$ cat config.mk
export PLATFORM = sky130hd
export DESIGN_NAME = gain_ranger
export DESIGN_NICKNAME = d
export VERILOG_FILES = /design/src/rtl/gain_ranger_pkg.sv /design/src/rtl/gain_ranger_decide.sv /design/src/rtl/gain_ranger_state.sv /design/src/rtl/gain_ranger_decode.sv /design/src/rtl/gain_ranger.sv
export SDC_FILE = /design/constraint.sdc
export NUM_CORES = 1
export LEC_CHECK = 0
export BUFFER_PORTS_ARGS = -buffer_cell sky130_fd_sc_hd__buf_2
export CAP_MARGIN = 40
export CORE_MARGIN = 5
export CORE_UTILIZATION = 56
export CTS_CLUSTER_SIZE = 20
export DETAILED_ROUTE_END_ITERATION = 7
export PLACE_DENSITY = 0.83
export SLEW_MARGIN = 30
export SYNTH_ARGS = -nofsm -noshare
export SYNTH_HDL_FRONTEND = slang
export SYNTH_SLANG_ARGS = --single-unit
export TNS_END_PERCENT = 5
$ cat constraint.sdc
create_clock -name clk -period 6.03 [get_ports clk]
set_input_delay 1.206 -clock clk [delete_from_list [all_inputs] [get_ports clk]]
set_output_delay 1.206 -clock clk [all_outputs]
set_load 0.005 [all_outputs]
$ cat src/rtl/gain_ranger_pkg.sv
package gain_ranger_pkg;

  localparam int unsigned LADDER_STEPS = 6;
  localparam int unsigned N_THR        = LADDER_STEPS - 1;
  localparam int          STEP_DB      = 6;
  localparam int          TOP_GAIN_DB  = 18;

  typedef logic [2:0] gword_t;

  localparam gword_t WORD_MIN = 3'd0;
  localparam gword_t WORD_MAX = 3'(LADDER_STEPS - 1);

  // Count of threshold hits; the result is saturated onto the ladder.
  function automatic gword_t hits_to_word(input logic [N_THR-1:0] hits);
    int unsigned n;
    n = 0;
    for (int i = 0; i < N_THR; i++) n += int'(hits[i]);
    if (n > int'(WORD_MAX)) return WORD_MAX;
    return gword_t'(n);
  endfunction

  // Nominal switching threshold j in dB.
  function automatic int thr_db(input int base, input int j);
    return base + STEP_DB * j;
  endfunction

  // Total gain of a word in dB.
  function automatic int word_gain_db(input gword_t w);
    return TOP_GAIN_DB - STEP_DB * int'(w);
  endfunction

endpackage

$ cat src/rtl/gain_ranger_decide.sv
module gain_ranger_decide
  import gain_ranger_pkg::*;
#(
  parameter int LVL_W   = 8,
  parameter int BASE_DB = 20,
  parameter int HYST_DB = 6
) (
  input  logic [LVL_W-1:0] level,
  input  gword_t           prev_word,
  output gword_t           next_word,
  output logic             go_up,
  output logic             go_down
);

  logic [N_THR-1:0] up_hit;
  logic [N_THR-1:0] dn_hit;
  gword_t           up_word;
  gword_t           dn_word;

  for (genvar j = 0; j < N_THR; j++) begin : g_thr
    localparam int T_RISE = thr_db(BASE_DB, j);
    localparam int T_FALL = T_RISE - HYST_DB;
    always_comb begin
      up_hit[j] = (int'({1'b0, level}) >= T_RISE);
      dn_hit[j] = (int'({1'b0, level}) >= T_FALL);
    end
  end

  always_comb begin
    up_word = hits_to_word(up_hit);
    dn_word = hits_to_word(dn_hit);
    go_up   = (up_word > prev_word);
    go_down = (dn_word < prev_word);
    if (go_up)        next_word = up_word;
    else if (go_down) next_word = dn_word;
    else              next_word = prev_word;
  end

endmodule

$ cat src/rtl/gain_ranger_state.sv
module gain_ranger_state
  import gain_ranger_pkg::*;
#(
  parameter int NUM_CH = 2,
  parameter int CH_W   = 1
) (
  input  logic            clk,
  input  logic            rst_n,
  input  logic            wr_en,
  input  logic [CH_W-1:0] sel_ch,
  input  gword_t          wr_word,
  output gword_t          rd_word
);

  gword_t ch_word [NUM_CH];

  for (genvar c = 0; c < NUM_CH; c++) begin : g_ch
    always_ff @(posedge clk or negedge rst_n) begin
      if (!rst_n)                                  ch_word[c] <= WORD_MAX;
      else if (wr_en && (int'(sel_ch) == c))       ch_word[c] <= wr_word;
    end
  end

  always_comb begin
    rd_word = WORD_MAX;
    for (int c = 0; c < NUM_CH; c++)
      if (int'(sel_ch) == c) rd_word = ch_word[c];
  end

endmodule

$ cat src/rtl/gain_ranger_decode.sv
module gain_ranger_decode
  import gain_ranger_pkg::*;
(
  input  gword_t     word,
  output logic [1:0] att_sel,
  output logic       amp_sel
);

  always_comb begin
    att_sel = word[2:1];
    amp_sel = word[0];
  end

endmodule

$ cat src/rtl/gain_ranger.sv
module gain_ranger
  import gain_ranger_pkg::*;
#(
  parameter  int LVL_W   = 8,
  parameter  int NUM_CH  = 2,
  parameter  int BASE_DB = 20,
  parameter  int HYST_DB = 6,
  localparam int CH_W    = (NUM_CH > 1) ? $clog2(NUM_CH) : 1
) (
  input  logic             clk,
  input  logic             rst_n,
  input  logic             smp_stb,
  input  logic [LVL_W-1:0] peak_lvl,
  input  logic [CH_W-1:0]  ch_tag,
  input  logic             dual_en,
  output logic [2:0]       gain_word,
  output logic [1:0]       att_sel,
  output logic             amp_sel,
  output logic [CH_W-1:0]  out_ch,
  output logic             out_valid
);

  logic [CH_W-1:0] eff_ch;
  gword_t          prev_word;
  gword_t          next_word;
  gword_t          word_q;
  logic            go_up;
  logic            go_down;

  assign eff_ch = dual_en ? ch_tag : '0;

  gain_ranger_state #(.NUM_CH(NUM_CH), .CH_W(CH_W)) u_state (
    .clk     (clk),
    .rst_n   (rst_n),
    .wr_en   (smp_stb),
    .sel_ch  (eff_ch),
    .wr_word (next_word),
    .rd_word (prev_word)
  );

  gain_ranger_decide #(.LVL_W(LVL_W), .BASE_DB(BASE_DB), .HYST_DB(HYST_DB)) u_decide (
    .level     (peak_lvl),
    .prev_word (prev_word),
    .next_word (next_word),
    .go_up     (go_up),
    .go_down   (go_down)
  );

  always_ff @(posedge clk or negedge rst_n) begin
    if (!rst_n) begin
      word_q    <= WORD_MAX;
      out_ch    <= '0;
      out_valid <= 1'b0;
    end else begin
      out_valid <= smp_stb;
      if (smp_stb) begin
        word_q <= next_word;
        out_ch <= eff_ch;
      end
    end
  end

  gain_ranger_decode u_decode (
    .word    (word_q),
    .att_sel (att_sel),
    .amp_sel (amp_sel)
  );

  assign gain_word = word_q;

endmodule

==> metrics.yaml, run 1 <==
run_status:
  status: "completed"
logic_synthesis:
  yosysMostFrequentCell: "nand2_1"
  netlist.area_leader.share_pct: 17.9
  ys_async_sr_fraction_pct: 100
  synth_area_leaders: "dfstp_2 (18%), dfrtp_1 (14%), ha_1 (14%)"
  netlist_area_sq_um: 878
  ys_seq_area_share_pct: 32.2
  synth_area_leader_cell: "dfstp_2"
  synth_enable_flop_cells: 0
  postSynthAreaPerCell_sq_um: 9.87
  synth_cell_type_count: 29
  ys_ff_latch: 11
  yosys-top-cells-count: "nand2_1 (11), ha_1 (10), o21ai_0 (9)"
  synth_top_flop_cell: "dfstp_2"
  synth_warnings: 0
  syn_inst: 89
  syn_nets: 116
global_routing:
  grt_usage_pct: 14.4
  grt_first_pass_wirelength_mm: 2.78
  antenna_found_initial: 0
  grt_max_degree: 12
  overflow: 0
  grt_pass1_vias: 718
setup_path:
  critPathMaxFanout: 5
  cpMostUsedCell: "ha_1"
  cp-start-kind: "input port"
  cp_top_family: "adder cells"
  cp.arrival_ns: 4.97
  crit_chain: "buf_2, nor3_1, nand2_1, ha_1, fa_1, ha_1, fa_1, nor2b_1, ha_1, nor2b_1, o21ai_0, a21oi_1, o41ai_2, mux2i_1"
  slowest_stage: "fa_1"
  r2r-start: "u_state.ch_word[4]"
  critical-path-max-stage-delay_ns: 0.50
  crit_required_ns: 6.17
  startpoint: "peak_lvl[6]"
  worstSetupPathType: "input port to flip-flop"
  cp-end-kind: "flip-flop"
  crit_buf_inv: 1
clocking:
  hold_buffers: 0
  root_buffer: "clkbuf_4"
  cts_setup_buffers: 0
  cts.sinks: 11
  clkTransAtPathRegs_ns: 0.06
  cts-resized-gates: 0
  htreeDepth: 1
  tritoncts: "built"
  cts_max_path_buffers: 2
  clk_latency_ns: 0.27
  cts_inserted_buffers: 3
timing:
  rsz0062_at_grt: "no"
  fin_skew_ns: 0.00398
  hold_ws_ns: 0.477
  worst_slew_pin_slew_ns: 0.451
  max_freq_mhz: 207
  fin_crit_ns: 4.83
  max_slew_margin_pct: 69.7
  timing.final.crit_share_pct: 80.1
  fin_tns_setup_ns: 0
  hold_violations: 0
  slew_violations: 0
  setup_viol: 0
floorplan:
  core_sq_um: 1490
  die_w_microns: 49.6
  initial_core_util_pct: 59.0
  die_h_microns: 49.6
  rows: 14
  pin_count: 21
  die_area_sq_um: 2460
power_and_ir_drop:
  switchingPower_uw: 146
  pwr-share-seq_pct: 34.3
  combinationalPowerShare_pct: 53.1
  vdd_ir_drop_max_v: 0.000248
  p_int_uw: 240
  switching_share_pct: 37.9
  pwr-share-clk_pct: 12.6
  pwr_density_cell_nw_per_um2: 392
  finalPower_uw: 386
  p_leak_uw: 0.000482
drt:
  firstDrtPassIters: 2
  vias_per_cell: 5.71
  totalWireLength_mm: 1.61
  wl_per_cell_microns: 13.0
  dr.first_iter.drc_count: 3
  route.detailed.drc: 0
  num_vias: 708
  final_antenna_net_count: 0
finish:
  fin_nets: 136
  fillers: 113
  fin_util_pct: 66.2
  syn_to_final_growth_pct: 12.3
  fin_area_sq_um: 986
  regArea_sq_um: 283
  n_antenna_cell: 0
  drive_gt1_share_pct: 30.6
  multi_input_area_sq_um: 543
hold_path:
  hold_path.class: "flip-flop to flip-flop"
  min_from: "u_state.ch_word[0]"
place:
  dpl_cell_area_sq_um: 960
  place_congestion: 0.759
  dp_hpwl_mm: 1.41
  numPortBuffers: 19
job:
  maxCapViolCount: 0
==> per-stage QoR <==
step | std cells | setup WS (ns)
after floorplan | 89 | 1.32
after global placement | 120 | 0.928
after detailed placement | 120 | 0.883
after CTS | 124 | 1.16
after global routing | 124 | 0.842
final | 124 | 1.20
==> per-layer routing <==
| layer | track usage [%] | vias up | wire length (microns) |
|---|---|---|---|
| met5 | 0 | - | 0 |
| met4 | 7.86 | 0 | 35 |
| met3 | 3.31 | 5 | 79 |
| met2 | 26.5 | 13 | 884 |
| met1 | 14.4 | 339 | 610 |
| li1 | - | 351 | - |
==> layout make-up <==
| cell class | count | share of cell area [%] |
|---|---|---|
| clock buffers | 4 | 2.66 |
| well taps | 16 | 2.03 |
| repair buffers | 19 | 9.64 |
| flip-flops and latches | 11 | 28.7 |
| multi-input cells | 69 | 55.1 |
| inverters | 5 | 1.90 |
==> final timing paths <==
check	end	cells past startpoint	slack, ns
max in group asynchronous	gain_word[2]	1	4.99
max	gain_word[1]	14	1.20
min	u_state.ch_word[0]	2	0.48
min reg2reg	u_state.ch_word[0]	2	0.48
min in group asynchronous	out_ch	1	0.78
max reg2reg	gain_word[1]	7	3.82
==> logic make-up (layout without fill, tap and decap cells) <==
logic type                 count (synthesis)  after routing  synth area share (%)
AOI/OAI and AO/OA                         25             25                  17.7
and+or+nand+nor                           24             24                  13.2
adders and majority gates                 14             14                  23.4
muxes                                      6              6                  7.55
buffers and inverters                      9             28                  5.98
DFF                                       11             11                  32.2
==> flip-flops by register name, summed over array words and instances (netlist names) <==
signal / flops
u_state.ch_word: 6
gain_word: 3
out_ch: 1
out_valid: 1
==> power groups by stage <==
stage,sequential (uW),clock [uW],combinational [uW]
detailed placement,133,0,207
global placement,132,0,196
finish,132,48.6,205
floorplan,133,0,159
CTS,133,51.5,208
global route,138,54.8,234
==> worst reg2reg max path, stage by stage (launching register included) <==
cell and delay (ns):
dfrtp_1 0.38, mux2i_1 0.32, ha_1 0.31, nor2b_1 0.13, o21ai_0 0.20, a21oi_1 0.17, o41ai_2 0.46, mux2i_1 0.13
==> cells in the final DEF (no fill, tap or decap), types with 4 or more instances in the layout <==
master | Yosys | routed
mux2i_1 | 4 | 4
nand2_1 | 11 | 11
a21oi_1 | 8 | 8
o21ai_0 | 9 | 9
buf_2 | 0 | 19
fa_1 | 4 | 4
dfrtp_1 | 5 | 5
inv_1 | 5 | 5
ha_1 | 10 | 10
dfstp_2 | 6 | 6
(Power assumes the default switching activity.)
==> run 2, diff against run 1 <==
- CORE_UTILIZATION: 56 -> 47
- PLACE_DENSITY: 0.83 -> 0.74
- clock period: 6.03 -> 4 ns (I/O delays scaled with it)
==> run 2 against run 1 <==
Worst hold slack worse by 0.078 ns. Setup slack worse by 1.2 ns. Die area is 15% higher. Register-to-register slack worse by 2.0 ns. Wire length is 14% higher. The flow now finishes with violations (setup timing). Clock power is 47% higher.
==> metrics.yaml, run 2 (synthesized netlist as in run 1, its figures left out) <==
run_status:
  status: "finished, violations left"  # was completed
  violations: "setup timing"
timing:
  fin_crit_ns: 4.01
  max_freq_mhz: 249
  rsz0062_at_grt: "yes"  # was no
  fin_skew_ns: 0.00106  # was 0.00398 ns
  hold_ws_ns: 0.399  # was 0.477 ns
  slew_violations: 0  # unchanged
  hold_violations: 0  # unchanged
  fin_ws_ns: -0.0122  # was 1.20 ns
  max_slew_margin_pct: 75.7  # was 69.7%
  timing.final.crit_share_pct: 100
  setup_viol: 2  # was 0
  worst_slew_pin_slew_ns: 0.362  # was 0.451 ns
floorplan:
  rows: 15  # was 14
  die_w_microns: 53.2  # was 49.6 microns
  die_h_microns: 53.2  # was 49.6 microns
  initial_core_util_pct: 50.3  # was 59.0%
  core_sq_um: 1750  # was 1490 sq um
  die_area_sq_um: 2830  # was 2460 sq um
  pin_count: 21  # unchanged
finish:
  largest_reg_flops: 6  # unchanged
  fin_util_pct: 65.5  # was 66.2%
  n_antenna_cell: 0  # unchanged
  fin_nets: 147  # was 136
  final_common_cell: "buf_2"  # unchanged
  layout_common_cells: "buf_2 (19), buf_4 (11), nand2_1 (10)"  # was buf_2 (19), nand2_1 (11), ha_1 (10)
  regMostFlops: "u_state.ch_word"  # unchanged
  drive_gt1_share_pct: 42.9  # was 30.6%
  syn_to_final_growth_pct: 30.2  # was 12.3%
  stdcell_count: 144  # was 124
setup_path:
  worstSetupPathType: "input port to flip-flop"  # unchanged
  cp-start-kind: "input port"  # unchanged
  cp-end-kind: "flip-flop"  # unchanged
  cpMostUsedCell: "ha_1"  # unchanged
  slowest_stage: "fa_1"  # unchanged
  cp.arrival_ns: 4.14  # was 4.97 ns
  crit_cells: 14  # unchanged
  critPathMaxFanout: 3  # was 5
  rr_worst_depth: 7  # unchanged
  cp_top_family: "adder cells"  # unchanged
  crit_chain: "buf_2, nor3_4, nand2_1, ha_1, fa_1, ha_1, fa_1, and2b_2, ha_1, a211o_1, a21oi_1, a211oi_1, o41ai_4, o21ai_0"  # was buf_2, nor3_1, nand2_1, ha_1, fa_1, ha_1, fa_1, nor2b_1, ha_1, nor2b_1, o21ai_0, a21oi_1, o41ai_2, mux2i_1
  critical-path-max-stage-delay_ns: 0.47  # was 0.50 ns
  crit_required_ns: 4.13  # was 6.17 ns
  crit_buf_inv: 1  # unchanged
job:
  maxCapViolCount: 0  # unchanged
drt:
  dr.first_iter.drc_count: 6  # was 3
  wl_met2_mm: 1.03  # was 884 microns
  wl_per_cell_microns: 12.7  # was 13.0 microns
  final_antenna_net_count: 0  # unchanged
  route.top_layer_used: "met4"  # unchanged
  firstDrtPassIters: 4  # was 2
  wl_met3_microns: 65  # was 79 microns
  num_vias: 745  # was 708
  wl_met1_microns: 705  # was 610 microns
  vias_per_cell: 5.17  # was 5.71
  route.detailed.drc: 0  # unchanged
  totalWireLength_mm: 1.83  # was 1.61 mm
power_and_ir_drop:
  vdd_ir_drop_max_v: 0.000363  # was 0.000248 V
  switching_share_pct: 37.9  # about the same
  pwr_density_cell_nw_per_um2: 589  # was 392 nW/um^2
  pwr-share-seq_pct: 29.7  # was 34.3%
  pwr-share-clk_pct: 10.6  # was 12.6%
  p_int_uw: 418  # was 240 uW
  switchingPower_uw: 256  # was 146 uW
  combinationalPowerShare_pct: 59.7  # was 53.1%
  finalPower_uw: 674  # was 386 uW
  p_leak_uw: 0.000548  # was 0.000482 uW
clocking:
  clk_latency_ns: 0.26  # was 0.27 ns
  tritoncts: "built"  # unchanged
  cts.sinks: 11  # unchanged
  cts_max_path_buffers: 2  # unchanged
  root_buffer: "clkbuf_4"  # unchanged
  htreeDepth: 1  # unchanged
  clkTransAtPathRegs_ns: 0.06  # about the same
  cts_inserted_buffers: 3  # unchanged
global_routing:
  grt_max_degree: 12  # unchanged
  overflow: 0  # unchanged
  antenna_found_initial: 0  # unchanged
  grt_usage_pct: 15.5  # was 14.4%
  grt_pass1_vias: 835  # was 718
  grt_first_pass_wirelength_mm: 3.28  # was 2.78 mm
hold_path:
  hold_path.class: "input port to asynchronous set/reset pin"  # was flip-flop to flip-flop
place:
  dp_hpwl_mm: 1.54  # was 1.41 mm
  place_congestion: 0.733  # was 0.759
  dp_cells: 140  # was 120
  numPortBuffers: 19  # unchanged
  post-place-ws_ns: -0.363  # was 0.883 ns
==> run 2: changes by cell type in the layout (fill, tap and decap cells not counted), sizes merged <==
cell	delta
buf	+11
==> run 2: timing repair <==
item                       CTS  global route
resized for setup            9             0
pin swaps                    2             0
buffers inserted             0             0
hold buffers                 0             0
setup endpoints to repair    9             9
==> run 2: path summary, 6_finish.rpt <==
| check | from | slack [ns] | endpoint |
|---|---|---|---|
| min reg2reg | u_state.ch_word[0] | 0.47 | u_state.ch_word[0] |
| min | rst_n | 0.40 | out_ch |
| min in group clk | u_state.ch_word[0] | 0.47 | u_state.ch_word[0] |
| max in group asynchronous | rst_n | 3.34 | u_state.ch_word[0] |
| max | peak_lvl[6] | -0.01 | u_state.ch_word[1] |
| max reg2reg | u_state.ch_word[2] | 1.85 | u_state.ch_word[1] |
==> run 2: layout make-up <==
cell class / instances / area, sq um
multi-input combinational: 69 / 607
tap: 25 / 31.3
sequential: 11 / 283
clock buffer: 4 / 26.3
inverter: 5 / 18.8
fill: 152 / 602
timing repair buffer: 30 / 178
==> run 2: through the flow <==
stage,area (sq um),TNS [ns]
final,1140,-0.0167
after global routing,1140,-1.12
after CTS,1140,0
after detailed placement,1070,-2.74
after global placement,1070,-2.07
after floorplan,893,0
==> run 2: power groups by stage <==
stage | sequential, uW | combinational (uW) | clock (uW)
after floorplan | 200 | 245 | 0
after global placement | 200 | 325 | 0
after detailed placement | 202 | 344 | 0
after CTS | 201 | 406 | 73.2
after global routing | 207 | 448 | 79.6
final | 200 | 403 | 71.6
==> run 2: per-layer routing <==
metal / vias to the layer above / GRT usage (%)
met5: - / 0
met1: 352 / 14.7
met4: 0 / 8.09
met3: 4 / 1.69
li1: 373 / -
met2: 16 / 31.4
